==> config.mk <==
export PLATFORM = sky130hd
export DESIGN_NAME = acc_addsub_unit
export DESIGN_NICKNAME = d
export VERILOG_FILES = /design/src/rtl/acc_pkg.sv /design/src/rtl/acc_operand_shifter.sv /design/src/rtl/acc_addsub_core.sv /design/src/rtl/acc_bank.sv /design/src/rtl/acc_addsub_unit.sv
export SDC_FILE = /design/constraint.sdc
export NUM_CORES = 1
export LEC_CHECK = 0
export BUFFER_PORTS_ARGS = -buffer_cell sky130_fd_sc_hd__buf_4
export CORE_MARGIN = 4
export CORE_UTILIZATION = 40
export CTS_CLUSTER_SIZE = 25
export DETAILED_ROUTE_END_ITERATION = 10
export MAX_ROUTING_LAYER = met4
export PLACE_DENSITY = 0.7
export SYNTH_ARGS = -nofsm -noshare
export SYNTH_HDL_FRONTEND = slang
export SYNTH_HIERARCHICAL = 1
export SYNTH_SLANG_ARGS = --single-unit
==> constraint.sdc <==
create_clock -name clk -period 14.1 [get_ports clk]
set_clock_uncertainty 0.2 [all_clocks]
set_input_delay 0.705 -clock clk [delete_from_list [all_inputs] [get_ports clk]]
set_output_delay 0.705 -clock clk [all_outputs]
set_load 0.01 [all_outputs]
==> src/rtl/acc_pkg.sv <==
package acc_pkg;

    localparam int ACC_W      = 40;
    localparam int OPND_W     = 16;
    localparam int SHIFT_W    = 5;
    localparam int FIXED_SH   = 16;
    localparam int NUM_ACC    = 2;
    localparam int MAG_W      = SHIFT_W + 1;
    localparam int HI_LSB     = OPND_W;
    localparam int HI_MSB     = 2 * OPND_W - 1;

    typedef enum logic [2:0] {
        OP_ADD  = 3'd0,
        OP_SUB  = 3'd1,
        OP_ADDC = 3'd2,
        OP_SUBB = 3'd3,
        OP_ADDU = 3'd4,
        OP_SUBU = 3'd5,
        OP_RSV6 = 3'd6,
        OP_RSV7 = 3'd7
    } acc_op_e;

    typedef logic [ACC_W-1:0] acc_word_t;

    typedef struct packed {
        logic legal;
        logic is_sub;
        logic zero_ext;
        logic use_carry;
    } op_ctrl_t;

    typedef struct packed {
        logic      we;
        logic      idx;
        acc_word_t data;
        logic      carry;
    } acc_wr_t;

    function automatic op_ctrl_t decode_op(input acc_op_e op);
        op_ctrl_t c;
        c = '0;
        case (op)
            OP_ADD:  c = '{legal: 1'b1, is_sub: 1'b0, zero_ext: 1'b0, use_carry: 1'b0};
            OP_SUB:  c = '{legal: 1'b1, is_sub: 1'b1, zero_ext: 1'b0, use_carry: 1'b0};
            OP_ADDC: c = '{legal: 1'b1, is_sub: 1'b0, zero_ext: 1'b0, use_carry: 1'b1};
            OP_SUBB: c = '{legal: 1'b1, is_sub: 1'b1, zero_ext: 1'b1, use_carry: 1'b1};
            OP_ADDU: c = '{legal: 1'b1, is_sub: 1'b0, zero_ext: 1'b1, use_carry: 1'b0};
            OP_SUBU: c = '{legal: 1'b1, is_sub: 1'b1, zero_ext: 1'b1, use_carry: 1'b0};
            default: c = '0;
        endcase
        return c;
    endfunction

endpackage

==> src/rtl/acc_operand_shifter.sv <==
module acc_operand_shifter
    import acc_pkg::*;
#(
    parameter int IN_W  = OPND_W,
    parameter int OUT_W = ACC_W,
    parameter int SH_W  = SHIFT_W,
    parameter int FIX_N = FIXED_SH
) (
    input  logic [IN_W-1:0]  value,
    input  logic             zero_ext,
    input  logic [SH_W-1:0]  shamt,
    input  logic             fixed_en,
    output logic [OUT_W-1:0] shifted
);
    localparam int PAD_W = OUT_W - IN_W;
    localparam int M_W   = SH_W + 1;

    logic [OUT_W-1:0] extended;
    logic [M_W-1:0]   mag;
    logic             go_right;

    always_comb begin
        if (zero_ext) extended = {{PAD_W{1'b0}}, value};
        else          extended = {{PAD_W{value[IN_W-1]}}, value};
    end

    always_comb begin
        go_right = 1'b0;
        if (fixed_en) begin
            mag = M_W'(FIX_N);
        end else if (shamt[SH_W-1]) begin
            go_right = 1'b1;
            mag = M_W'(-$signed({shamt[SH_W-1], shamt}));
        end else begin
            mag = {1'b0, shamt};
        end
    end

    always_comb begin
        if (!go_right)     shifted = extended << mag;
        else if (zero_ext) shifted = extended >> mag;
        else               shifted = OUT_W'($signed(extended) >>> mag);
    end

endmodule

==> src/rtl/acc_addsub_core.sv <==
module acc_addsub_core
    import acc_pkg::*;
#(
    parameter int W = ACC_W
) (
    input  logic [W-1:0] acc_in,
    input  logic [W-1:0] opnd,
    input  logic         is_sub,
    input  logic         use_carry,
    input  logic         carry_in,
    output logic [W-1:0] sum,
    output logic         carry_out
);
    logic [W-1:0] addend;
    logic         cin;
    logic [W:0]   wide;

    always_comb begin
        addend = is_sub ? ~opnd : opnd;
        if (use_carry) cin = carry_in;
        else           cin = is_sub;
        wide = {1'b0, acc_in} + {1'b0, addend} + {{W{1'b0}}, cin};
        sum       = wide[W-1:0];
        carry_out = wide[W];
    end

endmodule

==> src/rtl/acc_bank.sv <==
module acc_bank
    import acc_pkg::*;
#(
    parameter int W = ACC_W,
    parameter int N = NUM_ACC
) (
    input  logic         clk,
    input  logic         rst,
    input  acc_wr_t      wr,
    output logic [W-1:0] regs [N],
    output logic         carry_q
);
    for (genvar g = 0; g < N; g++) begin : g_acc
        always_ff @(posedge clk) begin
            if (rst)                           regs[g] <= '0;
            else if (wr.we && int'(wr.idx) == g) regs[g] <= wr.data;
        end
    end

    always_ff @(posedge clk) begin
        if (rst)        carry_q <= 1'b0;
        else if (wr.we) carry_q <= wr.carry;
    end

endmodule

==> src/rtl/acc_addsub_unit.sv <==
module acc_addsub_unit
    import acc_pkg::*;
(
    input  logic                clk,
    input  logic                rst,
    input  logic                op_valid,
    input  logic [2:0]          op_code,
    input  logic [OPND_W-1:0]   operand,
    input  logic                opnd_from_acc,
    input  logic [SHIFT_W-1:0]  shift_amt,
    input  logic                shift_16,
    input  logic                src_sel,
    input  logic                dst_en,
    input  logic                dst_sel,
    output logic [ACC_W-1:0]    acc_a,
    output logic [ACC_W-1:0]    acc_b,
    output logic                carry,
    output logic [ACC_W-1:0]    result,
    output logic                result_valid
);
    op_ctrl_t          ctrl;
    logic [ACC_W-1:0]  bank_q [NUM_ACC];
    logic              carry_q;
    logic [ACC_W-1:0]  src_val;
    logic [ACC_W-1:0]  other_val;
    logic [OPND_W-1:0] raw_opnd;
    logic [ACC_W-1:0]  shifted;
    logic [ACC_W-1:0]  sum;
    logic              carry_next;
    acc_wr_t           wr;
    logic              fire;

    assign ctrl      = decode_op(acc_op_e'(op_code));
    assign fire      = op_valid && ctrl.legal;
    assign src_val   = bank_q[src_sel];
    assign other_val = bank_q[~src_sel];
    assign raw_opnd  = opnd_from_acc ? other_val[HI_MSB:HI_LSB] : operand;

    acc_operand_shifter #(
        .IN_W  (OPND_W),
        .OUT_W (ACC_W),
        .SH_W  (SHIFT_W),
        .FIX_N (FIXED_SH)
    ) u_shift (
        .value    (raw_opnd),
        .zero_ext (ctrl.zero_ext),
        .shamt    (shift_amt),
        .fixed_en (shift_16),
        .shifted  (shifted)
    );

    acc_addsub_core #(
        .W (ACC_W)
    ) u_core (
        .acc_in    (src_val),
        .opnd      (shifted),
        .is_sub    (ctrl.is_sub),
        .use_carry (ctrl.use_carry),
        .carry_in  (carry_q),
        .sum       (sum),
        .carry_out (carry_next)
    );

    always_comb begin
        wr.we    = fire;
        wr.idx   = dst_en ? dst_sel : src_sel;
        wr.data  = sum;
        wr.carry = carry_next;
    end

    acc_bank #(
        .W (ACC_W),
        .N (NUM_ACC)
    ) u_bank (
        .clk     (clk),
        .rst     (rst),
        .wr      (wr),
        .regs    (bank_q),
        .carry_q (carry_q)
    );

    always_ff @(posedge clk) begin
        if (rst) begin
            result       <= '0;
            result_valid <= 1'b0;
        end else begin
            result_valid <= fire;
            if (fire) result <= sum;
        end
    end

    assign acc_a = bank_q[0];
    assign acc_b = bank_q[1];
    assign carry = carry_q;

endmodule

* Yosys cells after proc, flatten, opt, wreduce, memory -nomap -nowiden *
Cells that the tools add are included.

word-level totals
  output and inout bits = 122
  register bits after elaboration = 122

operators by class
  muxes and demuxes = 18
  order comparisons = 2
  reduce and logical (&&, ||, !) cells = 4
  add/subtract/negate cells = 3
  eq/ne operators = 5
  shifts and indexed selects = 3
  bitwise logic cells = 5

operators by type and width
  operator              number
  $mux W40              7
  $mux W32              3
  $add A40 B40 Y41      1
  $add A41 B1 Y41       1
  $not A40 Y40          1
  $shl A40 B6 Y40       1
  $shr A40 B6 Y40       1
  $sshr A40 B6 Y40      1
  $pmux W4 S6           1
  $mux W16              1
  $mux W6               2
  $eq A3 B2 Y1 const B  2
  $eq A3 B3 Y1 const B  2
  $neg A5 Y6            1
  $ge A2 B2 Y1 const B  2
  $mux W1               4
  $not A1 Y2            2
  $eq A3 B1 Y1 const B  1
  $logic_and A1 B1 Y1   3
  $logic_not A3 Y1      1
  $not A1 Y1            2

* Longest topological paths before layout *
Gate-level depths: netlist of run 1.

  depth in word-level cells = 14
  mapped depth = 25
  depth with buffers taken out = 22

* By module *
The synthesis of run 1 kept the hierarchy.

modules (own cells, without submodules)
  module               seq. area each (µm²)  area an instance (µm²)  instances  cells each
  acc_bank             1621.6                3404.5                  1          309
  acc_addsub_unit      820.8                 2682.6                  1          279
  acc_addsub_core      0.0                   2667.6                  1          381
  acc_operand_shifter  0.0                   2479.9                  1          369

* Worst setup path before layout of run 1 *
No wires, ideal clock.

  path type = input to register
  start point = input port shift_amt[0]
  end point = register u_bank/regs[66] (netlist bit)
  library setup time = 72 ps
  arrival time = 5098 ps
  path buffers = 2
  stages = 24
  data required time = 13828 ps
  path slack = 8731 ps
  cells stage by stage = clkbuf_2 inv_1 ha_1 mux2_2 nand2_1 buf_2 mux4_2 a22o_1 a311oi_1 o21ai_0 xor2_1 fa_1 inv_1 fa_1 nand2b_1 a21oi_1 a211oi_1 o21ai_0 a21oi_1 o21a_1 o21ai_1 xor2_1 nand2b_1 mux2i_1

on the way
  word-level cells in the longest chain between the ends = 10
  elaborated cells between the ends (all ways) = 12
  classes of those cells = 3 x add/sub; 3 x shift; 5 x mux; 1 x bitwise

RTL lines
  element                                                     line                                                  RTL
  start: declaration                                          acc_addsub_unit.sv:10                                 input logic [SHIFT_W-1:0] shift_amt,
  $neg A5 Y6                                                  acc_operand_shifter.sv:33                             mag = M_W'(-$signed({shamt[SH_W-1], shamt}));
  $mux W6 *                                                   acc_operand_shifter.sv:31                             end else if (shamt[SH_W-1]) begin
  $mux W6 *                                                   acc_operand_shifter.sv:29                             if (fixed_en) begin
  $sshr A40 B6 Y40 / $shr A40 B6 Y40 (equally long branches)  acc_operand_shifter.sv:42, acc_operand_shifter.sv:41
  $mux W40                                                    acc_operand_shifter.sv:41                             else if (zero_ext) shifted = extended >> mag;
  $mux W40 *                                                  acc_operand_shifter.sv:40                             if (!go_right) shifted = extended << mag;
  net shifted[0]                                              acc_addsub_unit.sv:27                                 logic [ACC_W-1:0] shifted;
  $not A40 Y40                                                acc_addsub_core.sv:19                                 addend = is_sub ? ~opnd : opnd;
  $mux W40 *                                                  acc_addsub_core.sv:19
  $add A40 B40 Y41 *                                          acc_addsub_core.sv:22                                 wide = {1'b0, acc_in} + {1'b0, addend} + {{W{1'b0}}, cin};
  $add A41 B1 Y41 *                                           acc_addsub_core.sv:22
  net sum[26]                                                 acc_addsub_unit.sv:28                                 logic [ACC_W-1:0] sum;
  end: declaration                                            acc_bank.sv:10                                        output logic [W-1:0] regs [N],

The timed path passes the listed nets; every way through them passes the cells marked *.
A chain may end at the register's enable or synchronous reset.

* Worst setup path after layout of run 1 *
  start point = input port src_sel
  end point = register u_bank/regs[66] (netlist bit)

on the way
  word-level cells in the longest chain between the ends = 14
  elaborated cells between the ends (all ways) = 23
  classes of those cells = 2 x add/sub; 3 x shift; 12 x mux; 5 x bitwise; 1 x reduce/logical

RTL lines
  element                                                     line                                                  RTL
  start: declaration                                          acc_addsub_unit.sv:12                                 input logic src_sel,
  $not A1 Y1 *                                                acc_addsub_unit.sv:36                                 assign other_val = bank_q[~src_sel];
  $not A1 Y2 *                                                acc_addsub_unit.sv:36
  $mux W32 (implied by the code) * (3 in a row)               acc_addsub_unit.sv:36
  $mux W16 *                                                  acc_addsub_unit.sv:37                                 assign raw_opnd = opnd_from_acc ? other_val[HI_MSB:HI_LSB] : operand;
  net raw_opnd[15]                                            acc_addsub_unit.sv:26                                 logic [OPND_W-1:0] raw_opnd;
  $mux W40 *                                                  acc_operand_shifter.sv:23                             if (zero_ext) extended = {{PAD_W{1'b0}}, value};
  $sshr A40 B6 Y40 / $shr A40 B6 Y40 (equally long branches)  acc_operand_shifter.sv:42, acc_operand_shifter.sv:41
  $mux W40                                                    acc_operand_shifter.sv:41
  $mux W40 *                                                  acc_operand_shifter.sv:40
  net shifted[4]                                              acc_addsub_unit.sv:27
  $not A40 Y40                                                acc_addsub_core.sv:19
  $mux W40 *                                                  acc_addsub_core.sv:19
  $add A40 B40 Y41 *                                          acc_addsub_core.sv:22
  $add A41 B1 Y41 *                                           acc_addsub_core.sv:22
  net sum[26]                                                 acc_addsub_unit.sv:28

The timed path passes the listed nets; every way through them passes the cells marked *. The select of a mux whose other input is x is not followed.

==> results of run 1 <==
## metal layers
metal | wire length, um | vias up
met4 | 1140 | 0
met5 | 0 | -
met1 | 17300 | 4867
li1 | - | 4904
met2 | 16500 | 415
met3 | 2470 | 72
## cell usage after synthesis (11+ instances only)
| library cell | count |
|---|---|
| buf_2 | 20 |
| inv_1 | 26 |
| a31oi_1 | 11 |
| clkbuf_1 | 55 |
| nand2_1 | 73 |
| o21ai_0 | 55 |
| buf_6 | 15 |
| nand4_1 | 13 |
| ha_1 | 40 |
| nand2b_1 | 207 |
| a21o_1 | 24 |
| nand3_1 | 26 |
| xnor2_1 | 27 |
| nor3_1 | 13 |
| a21oi_1 | 86 |
| mux2i_1 | 182 |
| mux2_2 | 52 |
| xor2_1 | 51 |
| dfxtp_1 | 122 |
| nor2_1 | 75 |
## final timing paths
path                                      from                           end
hold / removal          result[1]$_SDFFE_PP0P_        result[1]$_SDFFE_PP0P_
setup / recovery                       src_sel  u_bank/regs[66]$_SDFFE_PP0P_
hold reg to reg         result[1]$_SDFFE_PP0P_        result[1]$_SDFFE_PP0P_
setup reg to reg  u_bank/regs[71]$_SDFFE_PP0P_  u_bank/regs[66]$_SDFFE_PP0P_
## kinds of logic (layout without fill, tap and decap cells)
group,count (synthesis),in the layout
adder cells (fa/ha/maj),42,42
multiplexers,243,243
XOR/XNOR,78,78
AND/OR/NAND/NOR,449,449
flip-flops,122,122
buffers and inverters,130,227
AO/OA/AOI/OAI,274,274
## per-stage QoR
step | utilization (%) | total power [uW] | cells
after CTS | 46.6 | 1480 | 1813
final | 46.6 | 1490 | 1813
after global routing | 46.6 | 1570 | 1813
after global placement | 44.5 | 1050 | 1781
after detailed placement | 44.5 | 1050 | 1781
after floorplan | - | 849 | 1338
## worst min-delay path, cell delays in order (launching register included)
cell and delay, ns:
dfxtp_1 0.31, nand2b_1 0.06, mux2i_1 0.05
## sequential cells by signal, summed over array words and instances (netlist names)
signal          flops
u_bank/carry_q      1
result             40
u_bank/regs        80
result_valid        1
## power groups by stage
stage	clock network, uW	logic, uW	registers [uW]
2_1_floorplan	0	412	437
3_3_place_gp	0	617	430
3_5_place_dp	0	620	430
4_1_cts	436	625	424
5_1_grt	453	684	429
6_report	431	633	424
## area by class of cell
class	instances	area share (%)
Timing Repair Buffer	167	9.68
Multi-Input combinational cell	1086	62.5
Inverter	28	0.812
Sequential cell	122	18.9
Clock buffer	17	3.29
Clock inverter	15	1.17
Tap cell	378	3.65
==> results by group, run 1 <==
Logic synthesis
  – Yosys warnings: 6
  – Top cells by area, synth: dfxtp_1 22%, mux2i_1 16%, nand2b_1 12%, mux2_2 5.2%, ha_1 4.5%
  – Async SR Flop Fraction: 0%
  – Share of the synthesized area in the top cell type: ~22%
  – Post-Synth XOR/XNOR Area: 6.08%
  – Syn Std Cell Area: 11200 um2
  – Top FF cell, synth: dfxtp_1
  – Netlist cell types: between 80 and 90
  – Post-synthesis net count: 1412
  – Syn Area/Cell: 8.40 um2
  – Area fraction in compound gates after synthesis: between 15 and 20%
  – Yosys reg bits: 122
  – Mux contribution to synthesized area: 23.1%
  – EDFF count, synth: 0
  – Register area share after synthesis: 21.7%
  – Largest family of logic cells by synthesized area: multiplexers
  – Top cell type by total area after synthesis: dfxtp_1
  – Adder-cell share of the synthesized area: 4.81%
  – Mapped Cells: ~1300
  – Synth Area in Simple Gates: 21.8%

Power and ir drop
  – Sequential power share: between 20 and 30%
  – Int Pwr: 903 uW
  – Max IR drop VDD: 0.0000686 V
  – P_leak: slightly below 0.006 uW
  – Clock power share: roughly 29%
  – Switch share: ~39%
  – PD cells: 115 nW/um2
  – P_sw: 585 uW
  – Logic pwr share: 42.5%

Routing
  – Detailed-router iteration count before antenna repair: 7
  – Final WL: approximately 37000 um
  – Via/cell ratio: 5.66
  – Drt drc: 0
  – Wirelength per Cell: 20.6 um
  – Vias: 10258
  – First DRT Iteration DRCs: just over 900
  – ANT nets after route: 0

Setup path
  – CP required: 14.24 ns
  – Crit path buffers/inverters: 4
  – Critical Path Max Stage Delay: 0.56 ns
  – Reg2reg setup slack: 8.11 ns
  – FF-to-FF path depth: 22
  – Critical path arrival: ~7 ns
  – Crit end category: flop
  – CP top delay family: compound AO/OA/AOI/OAI gates
  – Crit path depth: 24
  – Critical Path Start Type: input pin
  – Most used cell, CP: a21oi_1
  – Crit-path slowest cell: buf_4
  – Crit-path max FO: 42
  – Worst path cell trace: buf_4 > buf_4 > mux2i_1 > a21oi_1 > buf_4 > nand2_1 > inv_1 > o21ai_0 > o311ai_0 > a21oi_1 > o21ai_0 > and4bb_2 > xor2_1 > ha_1 > o211ai_1 > a21oi_1 > a211oi_1 > o21ai_0 > a21oi_1 > o21a_1 > o21ai_1 > xor2_1 > nand2b_1 > mux2i_1
  – Crit path kind: input pin to flop

Placed design
  – Routability cong.: between 0.9 and 1
  – DP Area: 12400 um2
  – DP Wirelength: 27700 um
  – Placement-stage worst setup slack: 7.03 ns
  – PortBufs: about 150

Global routing
  – Largest net degree at the start of global routing: 122
  – Global routing usage on met1: 32.5%
  – First-pass GRT wire length: 57500 um
  – Total grt overflow: 0
  – Vias in the first global route: 9928
  – Met3 Use GR: around 4.3%
  – Met2 usage: 36.0%
  – GRT Total Usage: 24.0%
  – Initial antenna violation count: 0
  – Gr busiest metal: met2

Floorplanning
  – Starting Density: 40.4%
  – Core area: 27800 um2
  – Die Ht: 176 um
  – Die area: 30800 um2
  – I/O pin count: 154
  – Row count: 61
  – Die width: 176 um

Final layout
  – Nets: 1496
  – Filler Cells Inserted: 2759
  – Post-route cell area: 12900 um2
  – Most common cell after layout, fill and taps aside: nand2b_1
  – Growth of design area from synthesis to finish: 15.2%
  – Layout cells sized above 1: 19.7%
  – Ant diodes: 0
  – Area occupied by registers: 2440 um2
  – Multi-input logic area: between 8000 and 9000 um2
  – Most frequent cells in the layout: 207 x nand2b_1, 182 x mux2i_1, 167 x buf_4

STA
  – Final WS setup: between 7 and 8 ns
  – Max_slew headroom: 39.9%
  – Hold Violations, Final: 0
  – Final Cycle Share: 48.2%
  – Worst hold slack: ~0.27 ns
  – Final Max Tran Viols: 0
  – Tmin final: 6.80 ns
  – Fin Setup TNS: 0 ns
  – Unrepaired setup endpoints after global routing: no
  – Worst slew pin tran: 0.898 ns
  – Peak Freq: 147 MHz
  – Setup-violating endpoint count in the final report: 0

Outcome
  – Status: finished, final reports clean

Clock network
  – Hold Buf Count CTS: 0
  – Setup bufs post-CTS: 0
  – Clock Sinks: roughly 120
  – Post-CTS sizing: 0
  – Root buf cell: clkbuf_16
  – Clock Pin Slew Worst Setup and Hold Paths: 0.06 ns
  – H-tree Lvls: 4
  – Worst-skew pair later-pin latency: approximately 0.42 ns
  – TritonCTS clock tree: done
  – CTS max path bufs: 2
  – Num CTS Buffers: 17

Hold path
  – Hold Path Cell Cnt: 2
  – Class of the worst hold path: flop to flop

Job
  – MaxCap Viol Count: 0
(Power assumes the default switching activity.)
==> run 2: changes to the inputs <==
- PLACE_DENSITY: 0.7 -> 0.72
- clock period: 14.1 -> 5.6 ns (I/O delays scaled with it)
==> run 2 against run 1 <==
Effect of this change:
- sequential power up 150%
- clock-buffer cell count up 6
- sequential share of layout area shrank 1.8 points
- critical path depth stayed put
- register-to-register slack got worse by 7.8 ns
- non-clock buffer count is 163 higher
- cell count is 9.0% higher
- highest routed layer unchanged
- clock power increased to 2.8 times the previous value
- final area rose by 10%
- die area is the same
==> results by group, run 2 (synthesis gave the netlist of run 1 again) <==
STA
  – Hold Violations, Final: 0
  – Setup-violating endpoint count in the final report: 0
  – Fin Setup TNS: 0 ns
  – Final Max Tran Viols: 0
  – Unrepaired setup endpoints after global routing: no
  – Peak Freq: 189 MHz
  – Max_slew headroom: a little under two fifths
  – Worst slew pin tran: 0.937 ns
  – Final Cycle Share: a little over nine tenths
  – Worst hold slack: 0.135 ns
  – Tmin final: 5.29 ns

Setup path
  – Critical Path Start Type: input pin
  – Crit path kind: input pin to flop
  – Critical path arrival: between 5 and 6 ns
  – CP required: 5.73 ns
  – RR Startpoint: u_bank/regs[63]$_SDFFE_PP0P_
  – Setup crit start: src_sel
  – Crit end category: flop
  – Crit-path max FO: 15

Clock network
  – Setup bufs post-CTS: 0
  – Worst-skew pair later-pin latency: between 0.4 and 0.5 ns
  – TritonCTS clock tree: done
  – Root buf cell: clkbuf_16
  – H-tree Lvls: 4
  – Num CTS Buffers: 17
  – Clock Sinks: 122
  – CTS max path bufs: 2
  – Clock Pin Slew Worst Setup and Hold Paths: 0.06 ns

Power and ir drop
  – Clock power share: ~30%
  – Sequential power share: 25.7%
  – Max IR drop VDD: 0.000188 V
  – PD cells: 290 nW/um2
  – P_leak: 0.00674 uW
  – Logic pwr share: 44.8%
  – Final Power: 4150 uW
  – P_sw: 1530 uW
  – Int Pwr: 2620 uW
  – Switch share: 36.9%

Floorplanning
  – Die area: 30800 um2
  – Starting Density: 40.4%
  – Die width: 176 um
  – Die Ht: 176 um
  – I/O pin count: 154
  – Row count: 61
  – Core area: 27800 um2

Final layout
  – Ant diodes: 0
  – Biggest regs: u_bank/regs: 80 flops, result: 40 flops
  – Most common cell after layout, fill and taps aside: buf_4
  – Filler Cells Inserted: 2652
  – Most frequent cells in the layout: 326 x buf_4, 207 x nand2b_1, 180 x mux2i_1
  – Area occupied by registers: approximately 2400 um2
  – Fin cells: 1976
  – Top reg by flops: u_bank/regs
  – Nets: between 1500 and 2000
  – Growth of design area from synthesis to finish: 27.3%
  – Max FFs per register: 80
  – Multi-input logic area: between 8000 and 9000 um2
  – Post-layout util: 51.5%
  – Layout cells sized above 1: 28.0%

Routing
  – Via/cell ratio: approximately 5.6
  – First DRT Iteration DRCs: approximately 1000
  – Detailed-router iteration count before antenna repair: 5
  – Final WL: between 30000 and 40000 um
  – Wirelength per Cell: 20.1 um
  – ANT nets after route: 0
  – Drt drc: 0
  – Vias: 11035

Global routing
  – Global routing usage on met1: 34.8%
  – Gr busiest metal: met2
  – Initial antenna violation count: 0
  – Largest net degree at the start of global routing: about 130
  – GRT Total Usage: 25.6%
  – First-pass GRT wire length: 61400 um
  – Vias in the first global route: 10767
  – Met2 usage: 40.0%
  – Total grt overflow: 0
  – Met3 Use GR: 3.62%

Outcome
  – Status: finished, final reports clean

Placed design
  – DP Wirelength: between 30000 and 40000 um
  – Routability cong.: approximately 1.0
  – PortBufs: 153
  – Inst Count DP: about 2000

Job
  – MaxCap Viol Count: 0

Hold path
  – Class of the worst hold path: input pin to flop
  – Worst Min Path Start: rst
## run 2: through the flow
step	setup slack, ns	area [um2]
after global routing	0.0279	14300
after CTS	0.340	14300
after floorplan	0.656	11200
after detailed placement	-0.0922	13600
after global placement	0.0151	13600
final	0.308	14300
## run 2: what timing repair did
action                                  4_1_cts  5_1_grt
endpoints found under the setup margin        0        3
hold buffers                                  0        0
resized for setup                             0        6
## run 2: power by group through the flow
stage / Sequential [uW] / Clock, uW / Combinational [uW]
floorplan: 1100 / 0 / 1040
global placement: 1080 / 0 / 1800
detailed placement: 1080 / 0 / 1810
CTS: 1060 / 1240 / 1830
global route: 1080 / 1280 / 2000
finish: 1060 / 1220 / 1860
## run 2: worst paths after layout
kind,endpoint,slack [ns],depth (start not counted)
max,u_bank/regs[39]$_SDFFE_PP0P_,0.31,24
min,result_valid$_SDFF_PP0_,0.14,2
max reg2reg,u_bank/regs[39]$_SDFFE_PP0P_,0.33,20
min reg2reg,result[8]$_SDFFE_PP0P_,0.27,2
## run 2: cell type report
cell class,instances,share of cell area [%]
Tap cell,378,3.31
Timing Repair Buffer,330,17.7
Sequential cell,122,17.1
Clock inverter,9,1.12
Multi-Input combinational cell,1086,56.7
Clock buffer,23,3.41
Inverter,28,0.735
## run 2: routing by layer
layer  vias to the layer above  wire (um)
li1                       5224          -
met1                      5286      18100
met2                       465      18200
met3                        60       2640
met4                         0        953
met5                         -          0
## run 2: worst max-delay path, stage by stage
cell and delay (ns):
buf_4 0.28, buf_12 0.17, mux2i_1 0.37, a21oi_1 0.18, buf_4 0.19, a221oi_1 0.51
o21ai_0 0.16, buf_4 0.16, o2111ai_1 0.08, a32oi_1 0.14, buf_4 0.17, xor2_1 0.13
ha_1 0.43, a21oi_1 0.20, o21ai_0 0.13, a22oi_1 0.24, a21boi_0 0.19, buf_4 0.18
o21ai_0 0.22, nand2_1 0.11, a221oi_1 0.44, xnor2_1 0.20, nand2b_1 0.10, mux2i_1 0.14
